## src/rtl/irq_redir_pkg.sv

```systemverilog
package irq_redir_pkg;

    // One stored redirection entry: only the fields that carry state.
    typedef struct packed {
        logic [7:0] dest;
        logic       mask;
        logic       trig;       // 1 = level
        logic       rirr;       // in-service, level pins only
        logic       pol;        // 1 = active low
        logic       dest_mode;
        logic [2:0] dmode;
        logic [7:0] vector;
    } redir_ent_t;

    // Register blocks, decoded from reg_addr[7:4]
    localparam logic [3:0] BLK_SEL = 4'h0;
    localparam logic [3:0] BLK_WIN = 4'h1;
    localparam logic [3:0] BLK_EOI = 4'h4;

    // Select values for the window
    localparam logic [7:0] SEL_ID  = 8'h00;
    localparam logic [7:0] SEL_VER = 8'h01;
    localparam logic [7:0] SEL_ARB = 8'h02;
    localparam logic [6:0] SEL_TBL_PAIR = 7'h08;  // 0x10 >> 1

    function automatic logic [31:0] ent_lo_word(input redir_ent_t e);
        return {15'b0, e.mask, e.trig, e.rirr, e.pol, 1'b0,
                e.dest_mode, e.dmode, e.vector};
    endfunction

    function automatic logic [31:0] ent_hi_word(input redir_ent_t e);
        return {e.dest, 24'b0};
    endfunction

endpackage

```

## src/rtl/irq_prio_pick.sv

```systemverilog
module irq_prio_pick
    import irq_redir_pkg::*;
#(
    parameter int NUM_PINS = 24,
    localparam int PIN_W = $clog2(NUM_PINS)
) (
    input  logic                clk,
    input  logic                rst_n,
    input  logic [NUM_PINS-1:0] req_i,
    output logic [NUM_PINS-1:0] grant_o,
    output logic [PIN_W-1:0]    idx_o,
    output logic                any_o
);

    always_comb begin
        idx_o = '0;
        for (int i = NUM_PINS - 1; i >= 0; i--) begin
            if (req_i[i]) idx_o = PIN_W'(i);
        end
        grant_o = req_i & (~req_i + 1'b1);
        any_o   = |req_i;
    end


    grant_match_chk: assert property (@(posedge clk) disable iff (!rst_n)
        any_o |-> (req_i[idx_o] && grant_o[idx_o]));


    lowest_first_chk: assert property (@(posedge clk) disable iff (!rst_n)
        any_o |-> ((req_i & (grant_o - 1'b1)) == '0));

endmodule

```

## src/rtl/irq_eoi_match.sv

```systemverilog
module irq_eoi_match
    import irq_redir_pkg::*;
#(
    parameter int NUM_PINS = 24
) (
    input  redir_ent_t [NUM_PINS-1:0] tbl_i,
    input  logic                      fire_i,
    input  logic [7:0]                vec_i,
    output logic [NUM_PINS-1:0]       hit_o
);

    for (genvar g = 0; g < NUM_PINS; g++) begin : g_cmp
        assign hit_o[g] = fire_i && tbl_i[g].trig && (tbl_i[g].vector == vec_i);
    end

endmodule

```

## src/rtl/irq_win_read.sv

```systemverilog
module irq_win_read
    import irq_redir_pkg::*;
#(
    parameter int         NUM_PINS = 24,
    parameter logic [7:0] VERSION  = 8'h20
) (
    input  logic [3:0]                blk_i,
    input  logic [7:0]                sel_i,
    input  logic [3:0]                id_i,
    input  redir_ent_t [NUM_PINS-1:0] tbl_i,
    output logic [31:0]               rdata_o
);

    localparam logic [7:0] LAST_PIN = 8'(NUM_PINS - 1);

    logic [31:0] win_d;

    always_comb begin
        win_d = '0;
        if (sel_i == SEL_ID || sel_i == SEL_ARB) begin
            win_d = {4'b0, id_i, 24'b0};
        end else if (sel_i == SEL_VER) begin
            win_d = {8'b0, LAST_PIN, 8'b0, VERSION};
        end else begin
            for (int i = 0; i < NUM_PINS; i++) begin
                if (sel_i[7:1] == SEL_TBL_PAIR + 7'(i)) begin
                    win_d = sel_i[0] ? ent_hi_word(tbl_i[i]) : ent_lo_word(tbl_i[i]);
                end
            end
        end
    end

    always_comb begin
        case (blk_i)
            BLK_SEL: rdata_o = {24'b0, sel_i};
            BLK_WIN: rdata_o = win_d;
            default: rdata_o = '0;
        endcase
    end

endmodule

```

## src/rtl/irq_redir_core.sv

```systemverilog
module irq_redir_core
    import irq_redir_pkg::*;
#(
    parameter int         NUM_PINS = 24,
    parameter logic [7:0] VERSION  = 8'h20,
    localparam int PIN_W = $clog2(NUM_PINS)
) (
    input  logic                clk,
    input  logic                rst_n,
    input  logic                reg_wr,
    input  logic [7:0]          reg_addr,
    input  logic [31:0]         reg_wdata,
    output logic [31:0]         reg_rdata,
    input  logic [NUM_PINS-1:0] irq_in,
    output logic                dlv_valid,
    input  logic                dlv_ready,
    output logic [PIN_W-1:0]    dlv_pin,
    output logic [7:0]          dlv_vector,
    output logic [2:0]          dlv_mode,
    output logic                dlv_dest_mode,
    output logic [7:0]          dlv_dest,
    output logic                dlv_level
);

    typedef struct packed {
        redir_ent_t [NUM_PINS-1:0] tbl;
        logic [NUM_PINS-1:0]       pend;
        logic [NUM_PINS-1:0]       prev;
        logic [7:0]                sel;
        logic [3:0]                id;
    } core_st_t;

    core_st_t st_d, st_q;

    logic [NUM_PINS-1:0] eff, rise, want, grant, eoi_hit;
    logic [PIN_W-1:0]    pick;
    logic                any_want;
    logic                wr_sel, wr_win, wr_eoi, accept;

    assign wr_sel = reg_wr && (reg_addr[7:4] == BLK_SEL);
    assign wr_win = reg_wr && (reg_addr[7:4] == BLK_WIN);
    assign wr_eoi = reg_wr && (reg_addr[7:4] == BLK_EOI);

    // Per-pin effective level, edge detect and eligibility
    always_comb begin
        for (int i = 0; i < NUM_PINS; i++) begin
            eff[i]  = irq_in[i] ^ st_q.tbl[i].pol;
            rise[i] = eff[i] && !st_q.prev[i];
            want[i] = st_q.pend[i] && !st_q.tbl[i].mask &&
                      (!st_q.tbl[i].trig || !st_q.tbl[i].rirr);
        end
    end

    irq_prio_pick #(.NUM_PINS(NUM_PINS)) u_pick (
        .clk     (clk),
        .rst_n   (rst_n),
        .req_i   (want),
        .grant_o (grant),
        .idx_o   (pick),
        .any_o   (any_want)
    );

    irq_eoi_match #(.NUM_PINS(NUM_PINS)) u_eoi (
        .tbl_i  (st_q.tbl),
        .fire_i (wr_eoi),
        .vec_i  (reg_wdata[7:0]),
        .hit_o  (eoi_hit)
    );

    irq_win_read #(.NUM_PINS(NUM_PINS), .VERSION(VERSION)) u_rd (
        .blk_i   (reg_addr[7:4]),
        .sel_i   (st_q.sel),
        .id_i    (st_q.id),
        .tbl_i   (st_q.tbl),
        .rdata_o (reg_rdata)
    );

    assign dlv_valid     = any_want;
    assign dlv_pin       = pick;
    assign dlv_vector    = st_q.tbl[pick].vector;
    assign dlv_mode      = st_q.tbl[pick].dmode;
    assign dlv_dest_mode = st_q.tbl[pick].dest_mode;
    assign dlv_dest      = st_q.tbl[pick].dest;
    assign dlv_level     = st_q.tbl[pick].trig;
    assign accept        = dlv_valid && dlv_ready;

    // Next-state
    always_comb begin
        st_d      = st_q;
        st_d.prev = eff;

        // pending: level follows input, edge latches until accepted
        for (int i = 0; i < NUM_PINS; i++) begin
            if (st_q.tbl[i].trig) begin
                st_d.pend[i] = eff[i];
            end else begin
                if (accept && grant[i]) st_d.pend[i] = 1'b0;
                if (rise[i])            st_d.pend[i] = 1'b1;
            end
        end

        // end-of-interrupt, then acceptance (acceptance wins on a tie)
        for (int i = 0; i < NUM_PINS; i++) begin
            if (eoi_hit[i]) st_d.tbl[i].rirr = 1'b0;
            if (accept && grant[i] && st_q.tbl[i].trig) st_d.tbl[i].rirr = 1'b1;
        end

        if (wr_sel) st_d.sel = reg_wdata[7:0];

        if (wr_win && st_q.sel == SEL_ID) st_d.id = reg_wdata[27:24];

        for (int i = 0; i < NUM_PINS; i++) begin
            if (wr_win && st_q.sel[7:1] == SEL_TBL_PAIR + 7'(i)) begin
                if (st_q.sel[0]) begin
                    st_d.tbl[i].dest = reg_wdata[31:24];
                end else begin
                    st_d.tbl[i].vector    = reg_wdata[7:0];
                    st_d.tbl[i].dmode     = reg_wdata[10:8];
                    st_d.tbl[i].dest_mode = reg_wdata[11];
                    st_d.tbl[i].pol       = reg_wdata[13];
                    st_d.tbl[i].trig      = reg_wdata[15];
                    st_d.tbl[i].mask      = reg_wdata[16];
                    st_d.tbl[i].rirr      = 1'b0;
                end
            end
        end
    end

    always_ff @(posedge clk or negedge rst_n) begin
        if (!rst_n) begin
            st_q <= '0;
            for (int i = 0; i < NUM_PINS; i++) st_q.tbl[i].mask <= 1'b1;
        end else begin
            st_q <= st_d;
        end
    end


    masked_no_req_chk: assert property (@(posedge clk) disable iff (!rst_n)
        dlv_valid |-> !st_q.tbl[dlv_pin].mask);


    rirr_blocks_chk: assert property (@(posedge clk) disable iff (!rst_n)
        (dlv_valid && dlv_level) |-> !st_q.tbl[dlv_pin].rirr);


    rirr_set_chk: assert property (@(posedge clk) disable iff (!rst_n)
        (accept && dlv_level && !wr_win) |=> st_q.tbl[$past(dlv_pin)].rirr);


    edge_clear_chk: assert property (@(posedge clk) disable iff (!rst_n)
        (accept && !dlv_level && !wr_win && !rise[dlv_pin])
            |=> !st_q.pend[$past(dlv_pin)]);

endmodule

```

## config.mk

```make
export PLATFORM = sky130hd
export DESIGN_NAME = irq_redir_core
export DESIGN_NICKNAME = d
export VERILOG_FILES = /design/src/rtl/irq_redir_pkg.sv /design/src/rtl/irq_prio_pick.sv /design/src/rtl/irq_eoi_match.sv /design/src/rtl/irq_win_read.sv /design/src/rtl/irq_redir_core.sv
export SDC_FILE = /design/constraint.sdc
export NUM_CORES = 2
export LEC_CHECK = 0
export BUFFER_PORTS_ARGS = -buffer_cell sky130_fd_sc_hd__buf_2
export CORE_MARGIN = 10
export CORE_UTILIZATION = 44
export DETAILED_ROUTE_END_ITERATION = 7
export GPL_TIMING_DRIVEN = 0
export PLACE_DENSITY = 0.6
export SETUP_SLACK_MARGIN = 0.02
export SLEW_MARGIN = 20
export SYNTH_ARGS = -nofsm -noshare
export SYNTH_HDL_FRONTEND = slang
export SYNTH_SLANG_ARGS = --single-unit
export TNS_END_PERCENT = 5
```

## constraint.sdc

```tcl
create_clock -name clk -period 4.51 [get_ports clk]
set_input_delay 0.2255 -clock clk [delete_from_list [all_inputs] [get_ports clk]]
set_output_delay 0.2255 -clock clk [all_outputs]
set_load 0.03 [all_outputs]
```

==> reports/summary.log <==
INFO  place          place_ws=-1300ps
INFO  clock_network  clk_pin_slew=60ps
INFO  finish         nets=4,014
INFO  sta            timing.slew.headroom=12.8%
INFO  place          portBuffers=100
INFO  power_and_ir_drop power_per_cell_area=403mW/mm²
INFO  logic_synthesis synth_seq_area_share=43.3%
INFO  detailed_routing avgRoutedWirePerCell=37.2µm
INFO  sta            layout_min_cycle_time=4690ps
INFO  logic_synthesis synth_area_leaders=sky130_fd_sc_hd__dfrtp_1 42%, sky130_fd_sc_hd__mux2_2 17%, sky130_fd_sc_hd__nand2_1 5.1%
INFO  floorplan      die-area=0.0956mm²
INFO  flow_run       cap_viol_max_count=0
INFO  sta            fmax=213MHz
INFO  finish         post_layout_nonfiller_instances=5,091
INFO  logic_synthesis netlist_area=0.0368mm²
INFO  grt            grt_max_degree=87
INFO  sta            hold_violations=0
INFO  finish         fill_cells=7,701
INFO  floorplan      io_pins=127
INFO  critical_path  critical_path.max_fanout=10
INFO  logic_synthesis netlist_top_cells_count=612 x sky130_fd_sc_hd__dfrtp_1, 563 x sky130_fd_sc_hd__mux2_2, 501 x sky130_fd_sc_hd__nand2_1
INFO  grt            via_count_of_the_first_global_routing_pass=33,400
INFO  logic_synthesis yosys.area.top_type_share=41.6%
INFO  floorplan      die-height=309µm
INFO  sta            tightest_slew=1310ps
INFO  place          dp_hpwl=143,000µm
INFO  floorplan      placeableCoreArea=0.0833mm²
INFO  floorplan      die_boundary_width=309µm
INFO  logic_synthesis postSynthCellCount=3,693
INFO  sta            final_critical_path_setup_slack=-181ps
INFO  detailed_routing totalWireLength=189,000µm
INFO  logic_synthesis synthesis.yosys.warnings=0
INFO  clock_network  cts_root_buffer=sky130_fd_sc_hd__clkbuf_16
INFO  logic_synthesis avgSynthCellArea=9.97µm²
INFO  grt            first_pass_grt_wire_length=260,000µm
INFO  detailed_routing drt_iter0_drc=5,290
INFO  worst_hold_path worst_hold_path_type=in -> reg
INFO  clock_network  clk-insertion-delay-late=660ps
INFO  logic_synthesis synth.ff_latch_count=636
INFO  place          place_congestion=1.05
INFO  sta            setup_viol=33
INFO  status         status=finished with violations
INFO  finish         largest_reg_flops=636
INFO  status         failed_checks=DRC, setup timing
INFO  clock_network  htree_levels=3
INFO  sta            grt_setup_unrepaired=yes
INFO  critical_path  path_class=reg -> out
INFO  detailed_routing routed-via-count=34,700
INFO  logic_synthesis synth.most_common_cell=sky130_fd_sc_hd__dfrtp_1
INFO  finish         drive_above_1_share=30.8%
INFO  clock_network  cts_tree=yes
INFO  floorplan      initial_utilization=44.2%
INFO  detailed_routing viasPerCell=6.82
INFO  finish         largest-register=st_q
INFO  sta            clock_skew=24.8ps
INFO  power_and_ir_drop ir_worst_vdd=0.352mV
INFO  logic_synthesis ys.flop_type=sky130_fd_sc_hd__dfrtp_1
INFO  clock_network  cts.sinks=636
INFO  sta            maxSlewViolCount=0
INFO  finish         post-route-util=52.9%
INFO  logic_synthesis synth_edf_count=0
INFO  detailed_routing drt_drc_violations_left=2
INFO  logic_synthesis synth_async_sr_flop_share=100%
INFO  finish         synthToLayoutAreaGrowth=19.6%
INFO  critical_path  cp-end-kind=primary output
INFO  sta            final_min_period_over_clock_period=104%
INFO  logic_synthesis post_synth_num_cell_types=77
INFO  sta            setup_tns=-2950ps
INFO  detailed_routing final_antenna_violating_net_count=0
INFO  grt            grt_overflow_total=0
INFO  critical_path  cp.required=4280ps
INFO  critical_path  wp_data_arrival=4470ps
INFO  clock_network  number_of_cts_inserted_buffers=74
INFO  grt            antenna_found_initial=18
INFO  critical_path  startpoint_type=flop
INFO  clock_network  clock_tree.buffer_depth=3
INFO  logic_synthesis post_synth_top_area_cell=sky130_fd_sc_hd__dfrtp_1
INFO  finish         largest_registers=st_q (636)
INFO  grt            track_usage=38.8%
INFO  place          placed_cells_incl_taps=4,893
INFO  detailed_routing firstDrtPassIters=8
INFO  power_and_ir_drop p_leak=0.0197µW
INFO  floorplan      rows=106
path summary, 6_finish.rpt:
path / to / slack [ps] / from / cells past startpoint
setup / recovery: dlv_vector[2] / -180 / st_q[218] / 13
hold / removal: st_q[579] / 70 / reg_wdata[16] / 2
setup reg to reg: st_q[64] / 590 / st_q[4] / 7
hold reg to reg: st_q[25] / 480 / st_q[384] / 1
max in group asynchronous: st_q[556] / 3200 / rst_n / 4
min in group asynchronous: st_q[14] / 80 / rst_n / 2
metal layers:
layer,part of all wire (%),GRT usage (%)
met5,0.034,0
met3,12,10.9
met2,41,56.1
met4,9.4,28.4
met1,38,49.2
stage by stage:
step                      hold WS (ps)  power [µW]  cell area [µm²]
after floorplan                  -70.1        8020            36800
after global placement             423       10300            38700
after detailed placement           170       10400            39000
after CTS                         63.8       17100            43500
after global routing              67.2       17900            44000
final                             73.3       17700            44000
layout make-up:
class	instances	area (µm²)	share of cell area (%)
inverter	47	179	0.406
buffer	283	1680	3.82
clock buffer	110	2180	4.95
timing repair buffer	175	1400	3.18
antenna	6	15.0	0.0341
multi-input combinational	2729	20900	47.5
clock inverter	25	337	0.764
tap	1080	1350	3.07
sequential	636	16000	36.3
where the power goes:
group          switching (µW)  total, µW  leakage [µW]  internal, µW
sequential                177       6030       0.00850          5850
clock                    2700       6400       0.00122          3710
combinational            3950       5300        0.0100          1350
critical path, cell delays in order (launching register included):
cell                        delay (ps)
sky130_fd_sc_hd__dfrtp_2           500
sky130_fd_sc_hd__nand2_1           180
sky130_fd_sc_hd__nand2_1           200
sky130_fd_sc_hd__or4b_4            520
sky130_fd_sc_hd__a211oi_4          270
sky130_fd_sc_hd__o21ai_4            80
sky130_fd_sc_hd__buf_12            160
sky130_fd_sc_hd__inv_4             140
sky130_fd_sc_hd__buf_2             360
sky130_fd_sc_hd__nand2_1           100
sky130_fd_sc_hd__a21oi_1           550
sky130_fd_sc_hd__a2111oi_4         140
sky130_fd_sc_hd__o211ai_1          330
sky130_fd_sc_hd__buf_4             270
repair_timing:
item,4_1_cts,5_1_grt
buffers inserted,12,10
hold buffers,37,0
pin swaps,18,24
endpoints found under the hold margin,333,0
resized for setup,417,107
endpoints found under the setup margin,47,45
cell families after synthesis:
kind of cell | share of synthesized area (%)
other | 0.0102
xor gates and xnor gates | 5.14
and+or+nand+nor | 12.4
buffers and inverters | 3.73
AOI/OAI and AO/OA | 14.7
muxes | 20.7
DFF | 43.3
layout by cell type, fill, tap and decap left out, types with 17 or more instances in the layout:
cell type                       instances
sky130_fd_sc_hd__a21oi_1              250
sky130_fd_sc_hd__a221o_1               25
sky130_fd_sc_hd__a221oi_1              42
sky130_fd_sc_hd__a22o_1                17
sky130_fd_sc_hd__a22oi_1               55
sky130_fd_sc_hd__a31oi_1               22
sky130_fd_sc_hd__and2_1                21
sky130_fd_sc_hd__and3_1                24
sky130_fd_sc_hd__buf_1                 18
sky130_fd_sc_hd__buf_2                125
sky130_fd_sc_hd__buf_4                 60
sky130_fd_sc_hd__clkbuf_1             118
sky130_fd_sc_hd__clkbuf_16             76
sky130_fd_sc_hd__clkbuf_2              54
sky130_fd_sc_hd__clkbuf_4              18
sky130_fd_sc_hd__clkbuf_8              19
sky130_fd_sc_hd__dfrtp_1              586
sky130_fd_sc_hd__dfrtp_2               26
sky130_fd_sc_hd__dfstp_2               24
sky130_fd_sc_hd__dlygate4sd3_1         37
sky130_fd_sc_hd__inv_1                 45
sky130_fd_sc_hd__mux2_2               563
sky130_fd_sc_hd__mux2i_1               75
sky130_fd_sc_hd__nand2_1              489
sky130_fd_sc_hd__nand2b_1              38
sky130_fd_sc_hd__nand3_1               44
sky130_fd_sc_hd__nand4_1               36
sky130_fd_sc_hd__nor2_1               144
sky130_fd_sc_hd__nor2_2                21
sky130_fd_sc_hd__nor2b_1               39
sky130_fd_sc_hd__nor3_1                23
sky130_fd_sc_hd__nor4_1                49
sky130_fd_sc_hd__o211ai_1              19
sky130_fd_sc_hd__o21ai_0              137
sky130_fd_sc_hd__o221ai_1              25
sky130_fd_sc_hd__o22ai_1               41
sky130_fd_sc_hd__o41ai_1               22
sky130_fd_sc_hd__xnor2_1               36
sky130_fd_sc_hd__xor2_1               180
Power figures use the tool's default switching activity.
